==> src/rtl/sprite_dma_pkg.sv <==
package sprite_dma_pkg;

  typedef enum logic [1:0] {
    BUS_CART     = 2'd0,
    BUS_VIDEO    = 2'd1,
    BUS_WORK     = 2'd2,
    BUS_INTERNAL = 2'd3
  } bus_e;

  // Pages at or above 0xE0 fold back onto work RAM.
  function automatic logic [7:0] fold_page(input logic [7:0] p);
    return (p >= 8'hE0) ? (p - 8'h20) : p;
  endfunction

  // Which physical bus an address lives on.
  function automatic bus_e bus_of(input logic [15:0] a);
    if (a < 16'h8000)                      return BUS_CART;
    else if (a < 16'hA000)                 return BUS_VIDEO;
    else if (a < 16'hC000)                 return BUS_CART;
    else if (a < 16'hFE00)                 return BUS_WORK;
    else                                   return BUS_INTERNAL;
  endfunction

  function automatic logic in_window(input logic [15:0] a,
                                     input logic [15:0] lo,
                                     input logic [15:0] hi);
    return (a >= lo) && (a <= hi);
  endfunction

  // Source address of offset k within page p.
  function automatic logic [15:0] src_addr(input logic [7:0] p,
                                           input logic [7:0] k);
    return {p, 8'h00} + {8'h00, k};
  endfunction

endpackage

==> src/rtl/sprite_dma_seq.sv <==
module sprite_dma_seq
  import sprite_dma_pkg::*;
#(
  parameter int XFER_LEN = 160,
  localparam int IDX_W = $clog2(XFER_LEN)
) (
  input  logic             clk,
  input  logic             rst_n,
  input  logic             mcyc_en,
  input  logic             start,
  input  logic [7:0]       page_in,
  output logic             busy,
  output logic             step,
  output logic [IDX_W-1:0] idx,
  output logic [7:0]       page
);

  localparam logic [IDX_W-1:0] LAST = IDX_W'(XFER_LEN - 1);

  logic last_byte;

  assign step      = busy && mcyc_en;
  assign last_byte = (idx == LAST);

  always_ff @(posedge clk) begin
    if (!rst_n) begin
      busy <= 1'b0;
      idx  <= '0;
      page <= 8'h00;
    end else if (mcyc_en) begin
      if (start) begin
        busy <= 1'b1;
        idx  <= '0;
        page <= fold_page(page_in);
      end else if (busy) begin
        if (last_byte) begin
          busy <= 1'b0;
          idx  <= '0;
        end else begin
          idx <= idx + 1'b1;
        end
      end
    end
  end

  AST_START_ARMS: assert property (@(posedge clk) disable iff (!rst_n)
    (mcyc_en && start) |=> (busy && idx == '0));

  AST_IDX_BOUND: assert property (@(posedge clk) disable iff (!rst_n)
    busy |-> (int'(idx) < XFER_LEN));

  AST_IDX_STEP: assert property (@(posedge clk) disable iff (!rst_n)
    (step && !start && !last_byte) |=> (idx == $past(idx) + 1'b1));

  AST_FINAL_DROP: assert property (@(posedge clk) disable iff (!rst_n)
    (step && !start && last_byte) |=> !busy);

  AST_PAGE_FOLDED: assert property (@(posedge clk) disable iff (!rst_n)
    busy |-> (page < 8'hE0));

endmodule

==> src/rtl/sprite_dma_arb.sv <==
module sprite_dma_arb
  import sprite_dma_pkg::*;
#(
  parameter logic [15:0] CTRL_ADDR = 16'hFF46,
  parameter logic [15:0] HRAM_LO   = 16'hFF80,
  parameter logic [15:0] HRAM_HI   = 16'hFFFE
) (
  input  logic        clk,
  input  logic        rst_n,
  input  logic        busy,
  input  logic        dual_bus,
  input  bus_e        src_bus,
  input  logic        cpu_req,
  input  logic        cpu_we,
  input  logic [15:0] cpu_addr,
  input  logic [7:0]  sys_rdata,
  output logic        cpu_grant,
  output logic [7:0]  cpu_rdata,
  output logic        sys_re,
  output logic        sys_we,
  output logic        ctrl_hit
);

  logic hram_hit;
  logic bus_clash;
  logic single_ok;
  logic dual_ok;

  assign ctrl_hit  = (cpu_addr == CTRL_ADDR);
  assign hram_hit  = in_window(cpu_addr, HRAM_LO, HRAM_HI);
  assign bus_clash = (bus_of(cpu_addr) == src_bus);
  assign single_ok = hram_hit || ctrl_hit;
  assign dual_ok   = !bus_clash || ctrl_hit;

  always_comb begin
    if (!busy)         cpu_grant = 1'b1;
    else if (dual_bus) cpu_grant = dual_ok;
    else               cpu_grant = single_ok;
  end

  assign cpu_rdata = cpu_grant ? sys_rdata : 8'hFF;
  assign sys_re    = cpu_req && !cpu_we && cpu_grant && !ctrl_hit;
  assign sys_we    = cpu_req &&  cpu_we && cpu_grant && !ctrl_hit;

  AST_DROP_BLOCKED_WR: assert property (@(posedge clk) disable iff (!rst_n)
    (cpu_req && cpu_we && !cpu_grant) |-> !sys_we);

  AST_HRAM_OPEN: assert property (@(posedge clk) disable iff (!rst_n)
    (cpu_req && in_window(cpu_addr, HRAM_LO, HRAM_HI)) |-> cpu_grant);

  AST_IDLE_OPEN: assert property (@(posedge clk) disable iff (!rst_n)
    (cpu_req && !busy) |-> cpu_grant);

  AST_DUAL_SPLIT: assert property (@(posedge clk) disable iff (!rst_n)
    (busy && dual_bus && cpu_req && (bus_of(cpu_addr) == src_bus)) |-> !cpu_grant);

endmodule

==> src/rtl/sprite_dma_view.sv <==
module sprite_dma_view #(
  parameter logic [15:0] HIDE_WORD = 16'hFFFF
) (
  input  logic        clk,
  input  logic        rst_n,
  input  logic        wr_en,
  input  logic        wr_odd,
  input  logic [7:0]  wr_data,
  input  logic        busy,
  input  logic        disp_scan,
  input  logic [15:0] disp_oam_data,
  output logic [15:0] disp_view
);

  logic [7:0] lane_q [2];

  // Lane 0 holds the even-offset byte, lane 1 the odd-offset byte.
  for (genvar ln = 0; ln < 2; ln++) begin : g_lane
    logic lane_sel;
    assign lane_sel = wr_en && (wr_odd == ln[0]);
    always_ff @(posedge clk) begin
      if (!rst_n)        lane_q[ln] <= 8'h00;
      else if (lane_sel) lane_q[ln] <= wr_data;
    end
  end

  always_comb begin
    if (!busy)          disp_view = disp_oam_data;
    else if (disp_scan) disp_view = HIDE_WORD;
    else                disp_view = {lane_q[1], lane_q[0]};
  end

  AST_SCAN_HIDES: assert property (@(posedge clk) disable iff (!rst_n)
    (busy && disp_scan) |-> (disp_view == HIDE_WORD));

endmodule

==> src/rtl/sprite_dma.sv <==
module sprite_dma
  import sprite_dma_pkg::*;
#(
  parameter int          XFER_LEN  = 160,
  parameter logic [15:0] DST_BASE  = 16'hFE00,
  parameter logic [15:0] CTRL_ADDR = 16'hFF46,
  parameter logic [15:0] HRAM_LO   = 16'hFF80,
  parameter logic [15:0] HRAM_HI   = 16'hFFFE,
  parameter logic [15:0] HIDE_WORD = 16'hFFFF
) (
  input  logic        clk,
  input  logic        rst_n,
  input  logic        mcyc_en,
  input  logic        dual_bus,
  input  logic        cpu_req,
  input  logic        cpu_we,
  input  logic [15:0] cpu_addr,
  input  logic [7:0]  cpu_wdata,
  output logic        cpu_grant,
  output logic [7:0]  cpu_rdata,
  input  logic [7:0]  sys_rdata,
  output logic        sys_re,
  output logic        sys_we,
  output logic        dma_rd_en,
  output logic [15:0] dma_rd_addr,
  input  logic [7:0]  dma_rd_data,
  output logic        oam_we,
  output logic [15:0] oam_waddr,
  output logic [7:0]  oam_wdata,
  output logic        busy,
  input  logic        disp_scan,
  input  logic [15:0] disp_oam_data,
  output logic [15:0] disp_view
);

  localparam int IDX_W = $clog2(XFER_LEN);

  logic             ctrl_hit;
  logic             start;
  logic             step;
  logic [IDX_W-1:0] idx;
  logic [7:0]       page;
  logic [7:0]       idx8;
  bus_e             src_bus;

  assign start   = cpu_req && cpu_we && ctrl_hit && mcyc_en;
  assign idx8    = 8'(idx);
  assign src_bus = bus_of({page, 8'h00});

  sprite_dma_seq #(
    .XFER_LEN (XFER_LEN)
  ) seq_i (
    .clk     (clk),
    .rst_n   (rst_n),
    .mcyc_en (mcyc_en),
    .start   (start),
    .page_in (cpu_wdata),
    .busy    (busy),
    .step    (step),
    .idx     (idx),
    .page    (page)
  );

  sprite_dma_arb #(
    .CTRL_ADDR (CTRL_ADDR),
    .HRAM_LO   (HRAM_LO),
    .HRAM_HI   (HRAM_HI)
  ) arb_i (
    .clk       (clk),
    .rst_n     (rst_n),
    .busy      (busy),
    .dual_bus  (dual_bus),
    .src_bus   (src_bus),
    .cpu_req   (cpu_req),
    .cpu_we    (cpu_we),
    .cpu_addr  (cpu_addr),
    .sys_rdata (sys_rdata),
    .cpu_grant (cpu_grant),
    .cpu_rdata (cpu_rdata),
    .sys_re    (sys_re),
    .sys_we    (sys_we),
    .ctrl_hit  (ctrl_hit)
  );

  assign dma_rd_en   = step;
  assign dma_rd_addr = src_addr(page, idx8);
  assign oam_we      = step;
  assign oam_waddr   = DST_BASE + {8'h00, idx8};
  assign oam_wdata   = dma_rd_data;

  sprite_dma_view #(
    .HIDE_WORD (HIDE_WORD)
  ) view_i (
    .clk           (clk),
    .rst_n         (rst_n),
    .wr_en         (step),
    .wr_odd        (idx8[0]),
    .wr_data       (dma_rd_data),
    .busy          (busy),
    .disp_scan     (disp_scan),
    .disp_oam_data (disp_oam_data),
    .disp_view     (disp_view)
  );

  AST_WRITE_ON_ENABLE: assert property (@(posedge clk) disable iff (!rst_n)
    oam_we |-> (mcyc_en && busy));

endmodule

==> config.mk <==
export PLATFORM = sky130hd
export DESIGN_NAME = sprite_dma
export DESIGN_NICKNAME = d
export VERILOG_FILES = /design/src/rtl/sprite_dma_pkg.sv /design/src/rtl/sprite_dma_seq.sv /design/src/rtl/sprite_dma_arb.sv /design/src/rtl/sprite_dma_view.sv /design/src/rtl/sprite_dma.sv
export SDC_FILE = /design/constraint.sdc
export NUM_CORES = 1
export LEC_CHECK = 0
export BUFFER_PORTS_ARGS = -buffer_cell sky130_fd_sc_hd__buf_2
export CAP_MARGIN = 30
export CORE_MARGIN = 5
export CORE_UTILIZATION = 25
export DETAILED_ROUTE_END_ITERATION = 8
export HOLD_SLACK_MARGIN = 0.1
export MAX_ROUTING_LAYER = met4
export RECOVER_POWER = 25
export SYNTH_ARGS = -nofsm -noshare
export SYNTH_HDL_FRONTEND = slang
export SYNTH_SLANG_ARGS = --single-unit
==> constraint.sdc <==
create_clock -name clk -period 1.7 [get_ports clk]
set_input_delay 0.17 -clock clk [delete_from_list [all_inputs] [get_ports clk]]
set_output_delay 0.17 -clock clk [all_outputs]
set_load 0.01 [all_outputs]
## Yosys cells after proc, flatten, opt, wreduce, memory -nomap -nowiden

Memories as Yosys holds them, arrays and structs flattened.
Index checks and enable logic that the tools add are counted.

| word-level totals | value |
|---|---|
| memories | 1 |
| bits in writable memories | 16 |
| bits in registers | 17 |

Memory list:

| name | depth | width | rd ports | clocked after memory_dff | wr ports | RTL line | source |
|---|---|---|---|---|---|---|---|
| view_i.lane_q | 2 | 8 | 2 | 0 | 2 | sprite_dma_view.sv:15 | `logic [7:0] lane_q [2];` |

| operators by class | value |
|---|---|
| bitwise logic cells | 3 |
| muxes and demuxes | 29 |
| add/subtract/negate cells | 4 |
| reduce and logical (&&, ||, !) cells | 20 |
| magnitude comparators | 11 |
| equality and inequality tests | 3 |

Operators by type and width:

| cell | count |
|---|---|
| 16-bit less-than comparator (second input constant) | 8 |
| 8-bit 2-to-1 mux | 7 |
| 16-bit 2-to-1 mux | 2 |
| 16-bit by 8-bit adder with 16-bit output | 1 |
| 16-bit == test (second input constant) | 1 |
| 16-bit greater-or-equal comparator (second input constant) | 1 |
| 16-bit less-or-equal comparator (second input constant) | 1 |
| 1-bit 2-to-1 mux | 14 |
| 1-bit logical AND | 12 |
| 2-bit 2-to-1 mux | 6 |
| 10-bit by 9-bit adder with 11-bit output (first input constant) | 1 |
| 8-bit by 1-bit adder with 8-bit output (second input constant) | 1 |
| 8-bit == test (second input constant) | 1 |
| 8-bit greater-or-equal comparator (second input constant) | 1 |
| 8-bit by 6-bit subtractor with 8-bit output (second input constant) | 1 |
| 2-bit AND reduction | 2 |
| 1-bit zero test | 3 |
| 2-bit == test | 1 |
| 1-bit logical OR | 2 |
| 1-bit OR | 2 |
| 2-bit nonzero test | 1 |
| 1-bit inverter | 1 |

## Depth between registers and ports, before layout

Gate-level depths: netlist of run 1.

| logic depth | value |
|---|---|
| word-level depth | 12 |
| mapped depth | 6 |
| gate-level depth less buffers | 6 |

## Cells and area by module

From an unflattened synthesis of run 1, not the netlist that was laid out.

| unflattened totals | value |
|---|---|
| cell total of the unflattened synthesis | 249 |
| area, all modules | 2127.0 µm² |

By module, submodules not included:

| module | cells each | sequential area each (µm²) | instances | area each (µm²) |
|---|---|---|---|---|
| sprite_dma_view | 72 | 480.5 | 1 | 803.3 |
| sprite_dma_seq | 98 | 340.3 | 1 | 783.3 |
| sprite_dma_arb | 46 | 0.0 | 1 | 297.8 |
| sprite_dma | 33 | 0.0 | 1 | 242.7 |

## Worst setup path before layout of run 1

OpenSTA, ideal clock, no wires.

| path | value |
|---|---|
| kind | register to output |
| start | reg seq_i.page[7] |
| end | out sys_re |
| cell stages (with the launch flop) | 6 |
| required time | 1.530 ns |
| buffers on the path | 0 |
| slack | -0.143 ns |
| arrival time | 1.673 ns |
| cells stage by stage | dfxtp_1 -> or3b_2 -> o21ai_0 -> xnor2_1 -> a21oi_1 -> nor4b_1 |

| on the way | value |
|---|---|
| longest elaborated chain between the ends | 12 |
| elaborated cells between the ends (all ways) | 15 |
| classes of those cells | 4 x order compare; 1 x eq/ne; 6 x mux; 4 x reduce/logical |

Ends and longest elaborated chain:

| item | RTL line | source |
|---|---|---|
| start, declared | sprite_dma_seq.sv:15 | `output logic [7:0] page` |
| start signal, assigned | sprite_dma_seq.sv:34 | `page <= fold_page(page_in);` |
| 16-bit less-than comparator | sprite_dma_pkg.sv:20 | `else if (a < 16'hFE00) return BUS_WORK;` |
| 1-bit 2-to-1 mux | sprite_dma_pkg.sv:20 |  |
| 2-bit 2-to-1 mux | sprite_dma_pkg.sv:19 | `else if (a < 16'hC000) return BUS_CART;` |
| 2-bit 2-to-1 mux | sprite_dma_pkg.sv:18 | `else if (a < 16'hA000) return BUS_VIDEO;` |
| 2-bit 2-to-1 mux (*) | sprite_dma_pkg.sv:17 | `if (a < 16'h8000) return BUS_CART;` |
| 2-bit == test (*) | sprite_dma_arb.sv:31 | `assign bus_clash = (bus_of(cpu_addr) == src_bus);` |
| 1-bit zero test (*) | sprite_dma_arb.sv:33 | `assign dual_ok = !bus_clash \|\| ctrl_hit;` |
| 1-bit logical OR (*) | sprite_dma_arb.sv:33 |  |
| 1-bit 2-to-1 mux (*) | sprite_dma_arb.sv:37 | `else if (dual_bus) cpu_grant = dual_ok;` |
| 1-bit 2-to-1 mux (*) | sprite_dma_arb.sv:36 | `if (!busy) cpu_grant = 1'b1;` |
| 1-bit logical AND (*) (2 in series) | sprite_dma_arb.sv:42 | `assign sys_re = cpu_req && !cpu_we && cpu_grant && !ctrl_hit;` |
| end, declared | sprite_dma.sv:22 | `output logic sys_re,` |

Every way passes the cells marked *; elsewhere a longest branch is shown, timed or not.

## Worst setup path in the final report of run 1

| path | value |
|---|---|
| start | in cpu_addr[3] |
| end | out cpu_rdata[4] |

| on the way | value |
|---|---|
| longest elaborated chain between the ends | 11 |
| elaborated cells between the ends (all ways) | 19 |
| classes of those cells | 6 x order compare; 2 x eq/ne; 7 x mux; 4 x reduce/logical |

Ends and longest elaborated chain:

| item | RTL line | source |
|---|---|---|
| start, declared | sprite_dma.sv:17 | `input logic [15:0] cpu_addr,` |
| 16-bit less-than comparator | sprite_dma_pkg.sv:20 |  |
| 1-bit 2-to-1 mux | sprite_dma_pkg.sv:20 |  |
| 2-bit 2-to-1 mux | sprite_dma_pkg.sv:19 |  |
| 2-bit 2-to-1 mux | sprite_dma_pkg.sv:18 |  |
| 2-bit 2-to-1 mux | sprite_dma_pkg.sv:17 |  |
| 2-bit == test | sprite_dma_arb.sv:31 |  |
| 1-bit zero test | sprite_dma_arb.sv:33 |  |
| 1-bit logical OR | sprite_dma_arb.sv:33 |  |
| 1-bit 2-to-1 mux (*) | sprite_dma_arb.sv:37 |  |
| 1-bit 2-to-1 mux (*) | sprite_dma_arb.sv:36 |  |
| 8-bit 2-to-1 mux (*) | sprite_dma_arb.sv:41 | `assign cpu_rdata = cpu_grant ? sys_rdata : 8'hFF;` |
| end, declared | sprite_dma.sv:20 | `output logic [7:0] cpu_rdata,` |

Marked as above.

==> metrics.yaml, run 1 <==
timing:
  report.final.setup_viol: 28
  final-hold-violation-count: 0
  finalMaxSlewViolations: 0
  final.period_utilization: 1.18
  achievable-frequency_mhz: 499
  worst_slack_ns: -0.305
  timing.clock.skew_ns: 0.00578
  rsz0062_at_grt: "true"
  layout_min_cycle_time_ns: 2.01
placement:
  numPortBuffers: 124
  dp_cells: 432
  placement.cell_area_sq_um: 2750
  gp_congestion: 0.809
  post_dp_hpwl_microns: 4500
routing:
  dr.first_iter.drc_count: 41
  remaining_number_of_nets_flagged_by_the_antenna_check_after_routing: 0
  post_drt_wl_per_cell_microns: 13.1
  routed_via_density: 4.34
  drt_drc_violations_left: 0
  drtPass1Iterations: 4
  dr_total_vias: 1933
  wirelength_microns: 5830
critical_path:
  critical_path_peak_fanout: 5
  max_stage_delay_ns: 0.51
  worstPathCellList: "buf_6, or4_4, or3_4, nor2_4, a211oi_4, or2_4, buf_6"
  crit_path_end_kind: "output pin"
  cp.required_ns: 1.53
  r2r_cells: 5
  timing.rr.start: "seq_i.busy"
  worstPathArrival_ns: 1.84
  crit_slowest_cell: "or4_4"
  start_kind: "input port"
  worstSetupPathType: "input port to output pin"
  worst_path_most_repeated_cell: "buf_6"
  reg_to_reg_end: "seq_i.idx[7]"
  slack_of_the_worst_reg_to_reg_path_ns: 0.17
final_layout:
  drive_above_1_share: 0.493
  multi_input_area_sq_um: 1070
  final-seq-area_sq_um: 828
  layout_common_cells: "99 x buf_2, 22 x buf_4, 19 x clkbuf_1"
  stdcell_count: 445
  finalNetCount: 407
  final_area_sq_um: 3050
  number_of_filler_instances_in_the_final_layout: 806
  mostFrequentLayoutCell: "buf_2"
  area_growth_syn_to_layout_pct: 55.4
  antenna_cells: 0
power_and_ir_drop:
  static-leakage-power_nw: 1.34
  irDropWorstVdd_v: 0.000358
  power_density_nw_per_um2: 598
floorplanning:
  std_cell_rows: 32
  start_util: 0.255
  floorplan.die.width_microns: 98.6
  core_sq_um: 7690
  i_o_pin_cnt: 133
  chipHeight_microns: 98.6
  full_die_area_sq_um: 9720
synthesis:
  post_synth_inst_count: 209
  synth.top_cells.by_area: "edfxtp_1 24%, dfxtp_1 17%, buf_4 9.9%, o22a_1 6.7%, and2_1 5.4%"
  netlist-cell-type-count: 40
  syn_avg_cell_area_sq_um: 9.39
  post-synth-top-area-fraction: 0.245
  yosysWarningCount: 0
  ys_seq_area_frac: 0.418
  most_frequently_used_flop_master_after_synthesis: "dfxtp_1"
  flip_flop_and_latch_count_after_synthesis: 33
  post-synth-top-area-cell: "edfxtp_1"
  synthesis.area_sq_um: 1960
  postSynth.asyncResetShare: 0
  number_of_enable_type_register_cells_in_the_synthesized_netlist: 16
clocking:
  tritoncts.num_buffers: 5
  h-tree-depth: 2
  cts_root_buffer: "clkbuf_8"
  cts.sinks: 33
  clkLatencyLatePin_ns: 0.28
  cts_buffer_depth: 2
  clk_pin_slew_worst_paths_ns: 0.07
  cts_tree: "built"
global_routing:
  grt_first_pass_wirelength_microns: 8970
  maximum_number_of_pins_on_one_net_before_global_route_repair: 19
  overflow: 0
  number_of_antenna_violations_at_the_first_check_in_global_routing: 0
  track_usage: 0.117
  via_count_of_the_first_global_routing_pass: 1931
hold_path:
  worst_hold_path_type: "input port to flip-flop"
  min_delay_path_depth: 3
  holdCritStartpoint: "cpu_wdata[4]"
  timing.hold.worst_endpoint: "seq_i.page[4]"
run_status:
  status: "finished, violations left"
  violations: "setup timing"
job:
  maxCapViolCount: 0
-- worst max-delay path by stage --
stage,from,end,slack [ns],cells after the start
after floorplan,cpu_addr[0],cpu_rdata[0],-0.03,5
after global placement,cpu_addr[0],seq_i.idx[7],-0.30,8
final,cpu_addr[3],cpu_rdata[4],-0.31,7
after CTS,seq_i.page[6],cpu_rdata[0],-0.36,7
after global routing,seq_i.page[6],cpu_rdata[3],-0.39,6
after detailed placement,cpu_addr[0],seq_i.idx[7],-0.27,8
-- area by class of cell --
class / count / share of cell area
multi-input cells: 145 / 0.352
inverters: 6 / 0.00739
flip-flops and latches: 33 / 0.272
well taps: 102 / 0.0419
clock inverters: 2 / 0.0111
clock buffers: 6 / 0.0238
repair buffers: 151 / 0.292
-- routing by layer --
layer,global-route usage,vias to the layer above,part of all wire
met2,0.205,61,0.53
met4,0.0410,0,0.014
met5,-,-,0
met3,0.0262,6,0.056
met1,0.131,893,0.40
li1,-,973,-
-- through the flow --
stage	power [W]	hold slack [ns]	util	setup TNS, ns	worst slack [ns]
global placement	0.00110	0.435	0.357	-6.61	-0.298
floorplan	0.000989	0.310	-	-0.249	-0.0285
detailed placement	0.00110	0.435	0.357	-5.82	-0.271
global route	0.00191	0.166	0.396	-7.91	-0.392
CTS	0.00184	0.139	0.376	-3.59	-0.363
finish	0.00182	0.154	0.396	-6.20	-0.305
-- critical path: cells and delay by family --
kind	cells	cell delay, ns
buffers and inverters	2	0.21
AO/OA/AOI/OAI	1	0.08
AND/OR/NAND/NOR	4	1.37
-- where the power goes --
| group | switching (W) | leakage [nW] | internal (W) | total (W) |
|---|---|---|---|---|
| sequential | 0.00000378 | 0.304 | 0.000840 | 0.000844 |
| clock | 0.000284 | 0.0528 | 0.000432 | 0.000717 |
| combinational | 0.000122 | 0.979 | 0.000140 | 0.000262 |
-- flip-flops by register name, indices dropped and copies added, names as in the netlist --
name and flops:
seq_i.idx 8, seq_i.busy 1, seq_i.page 8, view_i.lane_q 16
-- synthesized netlist by cell type (2+ instances only) --
library cell / instances
o21ai_0: 5
buf_4: 26
a21oi_1: 8
and2_1: 17
a21boi_0: 2
nand4_1: 5
nor2b_1: 7
or2_2: 8
edfxtp_1: 16
dfxtp_1: 17
nor2_1: 9
conb_1: 2
nand2_1: 15
xor2_1: 3
nand2b_1: 3
and3_1: 2
o22a_1: 15
or3_1: 4
nand3_1: 6
mux2i_1: 7
inv_1: 5
clkbuf_1: 4
or4_1: 3
nor3_1: 2
xnor2_1: 2
ha_1: 2
-- kinds of logic (layout without fill, tap and decap cells) --
group,count (synthesis),count (layout),synth area share
AND/OR/NAND/NOR,85,85,0.242
other,2,8,0.00383
adder cells (fa/ha/maj),2,2,0.0128
multiplexers,7,7,0.0357
AO/OA/AOI/OAI,37,38,0.138
flip-flops,33,33,0.418
XOR/XNOR,5,5,0.0223
buffers and inverters,38,165,0.127
-- repair_timing --
item	CTS	global route
cloned	0	2
hold buffers	0	0
gates resized for setup	7	26
buffers inserted	2	3
pin swaps	3	16
setup endpoints to repair	26	25
Note: power is estimated with default switching activity, not from simulation.
==> inputs of run 2 (changes only) <==
--- a/config.mk
+++ b/config.mk
@@ -7,12 +7,14 @@
 export LEC_CHECK = 0
 export BUFFER_PORTS_ARGS = -buffer_cell sky130_fd_sc_hd__buf_2
 export CAP_MARGIN = 30
-export CORE_MARGIN = 5
+export CORE_MARGIN = 2
 export CORE_UTILIZATION = 25
 export DETAILED_ROUTE_END_ITERATION = 8
 export HOLD_SLACK_MARGIN = 0.1
 export MAX_ROUTING_LAYER = met4
+export PLACE_DENSITY = 0.65
 export RECOVER_POWER = 25
 export SYNTH_ARGS = -nofsm -noshare
 export SYNTH_HDL_FRONTEND = slang
+export SYNTH_HIERARCHICAL = 1
 export SYNTH_SLANG_ARGS = --single-unit
==> metrics.yaml, run 2 <==
run_status:
  status: "finished, violations left"
  violations: "setup timing"
synthesis:
  post_synth_inst_count: 249
  flip_flop_and_latch_count_after_synthesis: 33
  post-synth-top-area-fraction: 0.226
  yosysWarningCount: 6
  synth.top_cells.by_area: "edfxtp_1 23%, dfxtp_1 16%, buf_4 9.2%, nand2_1 6.0%, nor2_1 5.5%"
  synthesis.area_sq_um: 2130
  netlist-cell-type-count: 49
  postSynth.asyncResetShare: 0
  ys_seq_area_frac: 0.386
  synth_common_cells: "34 x nand2_1, 31 x nor2_1, 26 x buf_4"
  post-synth-top-area-cell: "edfxtp_1"
  syn_avg_cell_area_sq_um: 8.54
  synthMostInstantiatedCell: "nand2_1"
  most_frequently_used_flop_master_after_synthesis: "dfxtp_1"
  number_of_enable_type_register_cells_in_the_synthesized_netlist: 16
critical_path:
  max_stage_delay_ns: 0.35
  critical_path_peak_fanout: 5
  worstSetupPathType: "flip-flop to output pin"
  cp_buf_inv_count: 2
  r2r_cells: 5
  worstPathCellList: "inv_1, o32ai_2, nor2b_2, mux2_4, or3_1, buf_2"
  timing.rr.start: "seq_i/idx[1]"
  worstPathArrival_ns: 1.78
  crit_slowest_cell: "dfxtp_2"
  crit_path_end_kind: "output pin"
  reg_to_reg_end: "seq_i/idx[7]"
  cp_top_family: "simple AND/OR/NAND/NOR gates"
  start_kind: "flip-flop"
  slack_of_the_worst_reg_to_reg_path_ns: 0.05
  worst-path-stages: 6
  cp.required_ns: 1.53
timing:
  achievable-frequency_mhz: 514
  final-hold-violation-count: 0
  timing.clock.skew_ns: 0.00495
  fin_worst_hold_slack_ns: 0.131
  worst_slew_pin_slew_ns: 0.549
  rsz0062_at_grt: "true"
  report.final.setup_viol: 11
  layout_min_cycle_time_ns: 1.95
  final.period_utilization: 1.14
  worst_slew_margin_rel: 0.633
  finalMaxSlewViolations: 0
  worst_slack_ns: -0.246
clocking:
  clkLatencyLatePin_ns: 0.28
  post_cts_hold_buffer_count: 0
  h-tree-depth: 2
  cts_tree: "built"
  tritoncts.num_buffers: 5
  cts.sinks: 33
  clk_pin_slew_worst_paths_ns: 0.07
  cts_root_buffer: "clkbuf_8"
  cts_buffer_depth: 2
floorplanning:
  i_o_pin_cnt: 133
  core_sq_um: 8220
  floorplan.die.width_microns: 96.2
  chipHeight_microns: 96.2
  start_util: 0.259
  full_die_area_sq_um: 9260
  std_cell_rows: 33
global_routing:
  maximum_number_of_pins_on_one_net_before_global_route_repair: 22
  overflow: 0
  grt_first_pass_wirelength_microns: 8520
  track_usage: 0.120
  via_count_of_the_first_global_routing_pass: 1933
  number_of_antenna_violations_at_the_first_check_in_global_routing: 0
routing:
  wirelength_microns: 5840
  dr_total_vias: 2153
  routed_via_density: 4.45
  dr.first_iter.drc_count: 111
  drtPass1Iterations: 4
  post_drt_wl_per_cell_microns: 12.1
  remaining_number_of_nets_flagged_by_the_antenna_check_after_routing: 0
  drt_drc_violations_left: 0
job:
  maxCapViolCount: 0
hold_path:
  worst_hold_path_type: "input port to flip-flop"
  holdCritStartpoint: "cpu_wdata[2]"
  timing.hold.worst_endpoint: "seq_i/page[2]"
  min_delay_path_depth: 3
placement:
  dp_cells: 473
  placement.cell_area_sq_um: 2840
  post_dp_hpwl_microns: 4680
  gp_congestion: 0.789
  numPortBuffers: 124
final_layout:
  layout_common_cells: "108 x buf_2, 34 x nand2_1, 31 x nor2_1"
  finalNetCount: 443
  area_growth_syn_to_layout_pct: 38.6
  number_of_filler_instances_in_the_final_layout: 875
  final_area_sq_um: 2950
  stdcell_count: 484
  reg_top3: "view_i/lane_q: 16 flops, seq_i/idx: 8 flops, seq_i/page: 8 flops"
  antenna_cells: 0
  largest_register_ff_count: 16
  drive_above_1_share: 0.430
  postLayoutCoreUtil: 0.359
  largest-register: "view_i/lane_q"
  mostFrequentLayoutCell: "buf_2"
power_and_ir_drop:
  power_density_nw_per_um2: 572
  irDropWorstVdd_v: 0.000438
  static-leakage-power_nw: 1.35
  total_power_w: 0.00169
[run 2: cell types whose count changed in the layout (fill, tap and decap cells not counted), moves of 9 or more]
cell / before / now
a21oi_1: 3 / 16
and2_1: 17 / 3
buf_2: 99 / 108
buf_6: 9 / 0
inv_1: 5 / 15
nand2_1: 15 / 34
nor2_1: 6 / 31
[run 2: final cells by class]
class	count	area, sq um	share of cell area
flip-flops and latches	33	825	0.280
repair buffers	147	786	0.266
multi-input cells	175	1060	0.358
clock buffers	6	82.6	0.0280
well taps	105	131	0.0445
clock inverters	2	8.76	0.00297
inverters	16	60.1	0.0204
[run 2: stage by stage]
step | setup slack [ns] | TNS (ns)
6_report | -0.246 | -2.24
5_1_grt | -0.326 | -3.68
4_1_cts | -0.259 | -2.29
3_5_place_dp | -0.0943 | -0.258
3_3_place_gp | -0.0308 | -0.0316
2_1_floorplan | 0.00159 | 0
[run 2: where the power goes]
part | internal (W) | leakage (nW) | switching, W | total (W)
combinational | 0.000117 | 0.994 | 0.000121 | 0.000238
sequential | 0.000844 | 0.303 | 0.00000479 | 0.000848
clock | 0.000321 | 0.0486 | 0.000280 | 0.000601
total | 0.00128 | 1.35 | 0.000406 | 0.00169
[run 2: what timing repair did]
item                       4_1_cts  5_1_grt
gates resized for setup          4        3
setup endpoints to repair       11       27
pin swaps                        2        1
setup buffers                    0        2
gates cloned                     1        0
[run 2: cells by family after synthesis]
kind of cell               count (synthesis)  synth area share
adders and majority gates                  2            0.0118
AOI/OAI and AO/OA                         57             0.205
muxes                                      2            0.0118
buffers and inverters                     48             0.139
and+or+nand+nor                          102             0.231
DFF                                       33             0.386
xor gates and xnor gates                   3            0.0124
other                                      2           0.00353
[run 2: worst max-delay path by stage]
| stage | from | to | slack (ns) |
|---|---|---|---|
| 6_report | seq_i/page[7] | cpu_grant | -0.25 |
| 5_1_grt | seq_i/page[6] | cpu_rdata[0] | -0.33 |
| 4_1_cts | seq_i/page[6] | cpu_grant | -0.26 |
| 3_5_place_dp | seq_i/page[7] | cpu_grant | -0.09 |
| 3_3_place_gp | seq_i/page[7] | cpu_grant | -0.03 |
| 2_1_floorplan | seq_i/busy | view_i/lane_q[0][0] | 0.002 |
[run 2: worst register-to-register path: cells and delay by family, from the launching register on]
family	cells	cell delay (ns)
flops	1	0.35
fa+ha+maj	1	0.20
compound gates	2	0.62
buf+inv	1	0.20
simple gates	1	0.22
[run 2: layer usage]
metal / global-route usage / share of wire / up-vias / routed length [microns]
met5: - / 0 / - / 0
met4: 0.0405 / 0.012 / 0 / 68
met3: 0.0180 / 0.044 / 6 / 256
met2: 0.204 / 0.53 / 61 / 3070
met1: 0.144 / 0.42 / 982 / 2440
li1: - / - / 1104 / -
==> inputs of run 3 (changes only) <==
--- a/config.mk
+++ b/config.mk
@@ -14,6 +14,7 @@
 export MAX_ROUTING_LAYER = met4
 export PLACE_DENSITY = 0.65
 export RECOVER_POWER = 25
+export SETUP_SLACK_MARGIN = 0.1
 export SYNTH_ARGS = -nofsm -noshare
 export SYNTH_HDL_FRONTEND = slang
 export SYNTH_HIERARCHICAL = 1
==> metrics.yaml, run 3 (same netlist as run 2, synthesis figures left out) <==
run_status:
  status: "finished, violations left"
  violations: "setup timing"
hold_path:
  holdCritStartpoint: "cpu_wdata[0]"
  worst_hold_path_type: "input port to flip-flop"
clocking:
  clk_pin_slew_worst_paths_ns: 0.07
  cts.sinks: 33
  h-tree-depth: 2
  cts_buffer_depth: 2
  cts_root_buffer: "clkbuf_8"
  clkLatencyLatePin_ns: 0.28
  cts_tree: "built"
  tritoncts.num_buffers: 5
  post_cts_hold_buffer_count: 0
critical_path:
  timing.rr.start: "seq_i/idx[1]"
  worstPathArrival_ns: 1.82
  cp.required_ns: 1.53
  start_kind: "flip-flop"
  crit_path_end_kind: "output pin"
  critical_path_peak_fanout: 4
  worstSetupPathType: "flip-flop to output pin"
  startpoint_of_the_most_critical_setup_path: "seq_i/page[7]"
timing:
  report.final.setup_viol: 11
  final.period_utilization: 1.17
  layout_min_cycle_time_ns: 1.99
  worst_slack_ns: -0.289
  achievable-frequency_mhz: 503
  worst_slew_pin_slew_ns: 0.661
  finalMaxSlewViolations: 0
  worst_slew_margin_rel: 0.558
  rsz0062_at_grt: "true"
  final-hold-violation-count: 0
  timing.clock.skew_ns: 0.00917
routing:
  drtPass1Iterations: 4
  wirelength_microns: 5780
  post_drt_wl_per_cell_microns: 12.1
  dr.first_iter.drc_count: 89
  drt_drc_violations_left: 0
  dr_total_vias: 2177
  remaining_number_of_nets_flagged_by_the_antenna_check_after_routing: 0
  routed_via_density: 4.56
floorplanning:
  i_o_pin_cnt: 133
  start_util: 0.259
  floorplan.die.width_microns: 96.2
  full_die_area_sq_um: 9260
  chipHeight_microns: 96.2
  std_cell_rows: 33
  core_sq_um: 8220
placement:
  placement.cell_area_sq_um: 2800
  numPortBuffers: 124
  detailedPlace.worstSlack_ns: -0.0598
  gp_congestion: 0.842
  post_dp_hpwl_microns: 4560
final_layout:
  multi_input_area_sq_um: 1100
  layout_common_cells: "113 x buf_2, 34 x nand2_1, 31 x nor2_1"
  final-seq-area_sq_um: 830
  reg_top3: "view_i/lane_q: 16 flops, seq_i/idx: 8 flops, seq_i/page: 8 flops"
  largest-register: "view_i/lane_q"
  drive_above_1_share: 0.457
  area_growth_syn_to_layout_pct: 38.6
  largest_register_ff_count: 16
  antenna_cells: 0
  final_area_sq_um: 2950
  number_of_filler_instances_in_the_final_layout: 896
  finalNetCount: 436
  mostFrequentLayoutCell: "buf_2"
global_routing:
  grt_first_pass_wirelength_microns: 8520
  maximum_number_of_pins_on_one_net_before_global_route_repair: 22
  via_count_of_the_first_global_routing_pass: 2002
  track_usage: 0.119
  number_of_antenna_violations_at_the_first_check_in_global_routing: 0
  overflow: 0
job:
  maxCapViolCount: 0
power_and_ir_drop:
  static-leakage-power_nw: 1.35
  irDropWorstVdd_v: 0.000289
  power_density_nw_per_um2: 560
run 3: cell type report:
class,count,area share
multi-input combinational,175,0.373
sequential,33,0.281
timing repair buffer,140,0.252
tap,105,0.0446
clock buffer,5,0.0233
inverter,16,0.0204
clock inverter,3,0.00594
run 3: power breakdown:
group	switching (W)	internal [W]	total, W	leakage (nW)
clock	0.000286	0.000282	0.000568	0.0439
combinational	0.000123	0.000116	0.000239	0.997
sequential	0.00000422	0.000840	0.000844	0.304
run 3: per-stage QoR:
step	utilization	power (W)	setup TNS [ns]	hold WS, ns	std cells
after CTS	0.356	0.00167	-2.51	0.113	476
after detailed placement	0.341	0.00110	-0.253	0.422	467
after floorplan	-	0.000992	0	0.306	255
after global placement	0.341	0.00110	-0.0314	0.412	467
after global routing	0.359	0.00174	-3.70	0.119	477
final	0.359	0.00165	-2.58	0.123	477
run 3: timing repair:
| action | 4_1_cts | 5_1_grt |
|---|---|---|
| gates cloned | 1 | 0 |
| setup endpoints to repair | 25 | 29 |
| resized for setup | 6 | 8 |
| pin swaps | 2 | 2 |
| buffers inserted | 0 | 1 |
run 3: routing by layer:
layer	GRT usage	vias to the layer above	routed length (microns)
li1	-	1090	-
met1	0.152	1015	2520
met2	0.194	64	2970
met3	0.0164	8	208
met4	0.0393	0	87
met5	-	-	0
run 3: final timing paths:
kind                    to  slack, ns  cells past startpoint
max           cpu_rdata[7]      -0.29                      6
min          seq_i/page[0]       0.12                      3
max reg2reg   seq_i/idx[6]       0.08                      6
min reg2reg  seq_i/page[0]       0.46                      2
run 3: worst max-delay path: stages (launching register included):
cell	delay [ns]
dfxtp_4	0.35
nand4_1	0.13
o32ai_4	0.10
and2_1	0.18
mux2_2	0.32
o31ai_2	0.28
buf_2	0.17
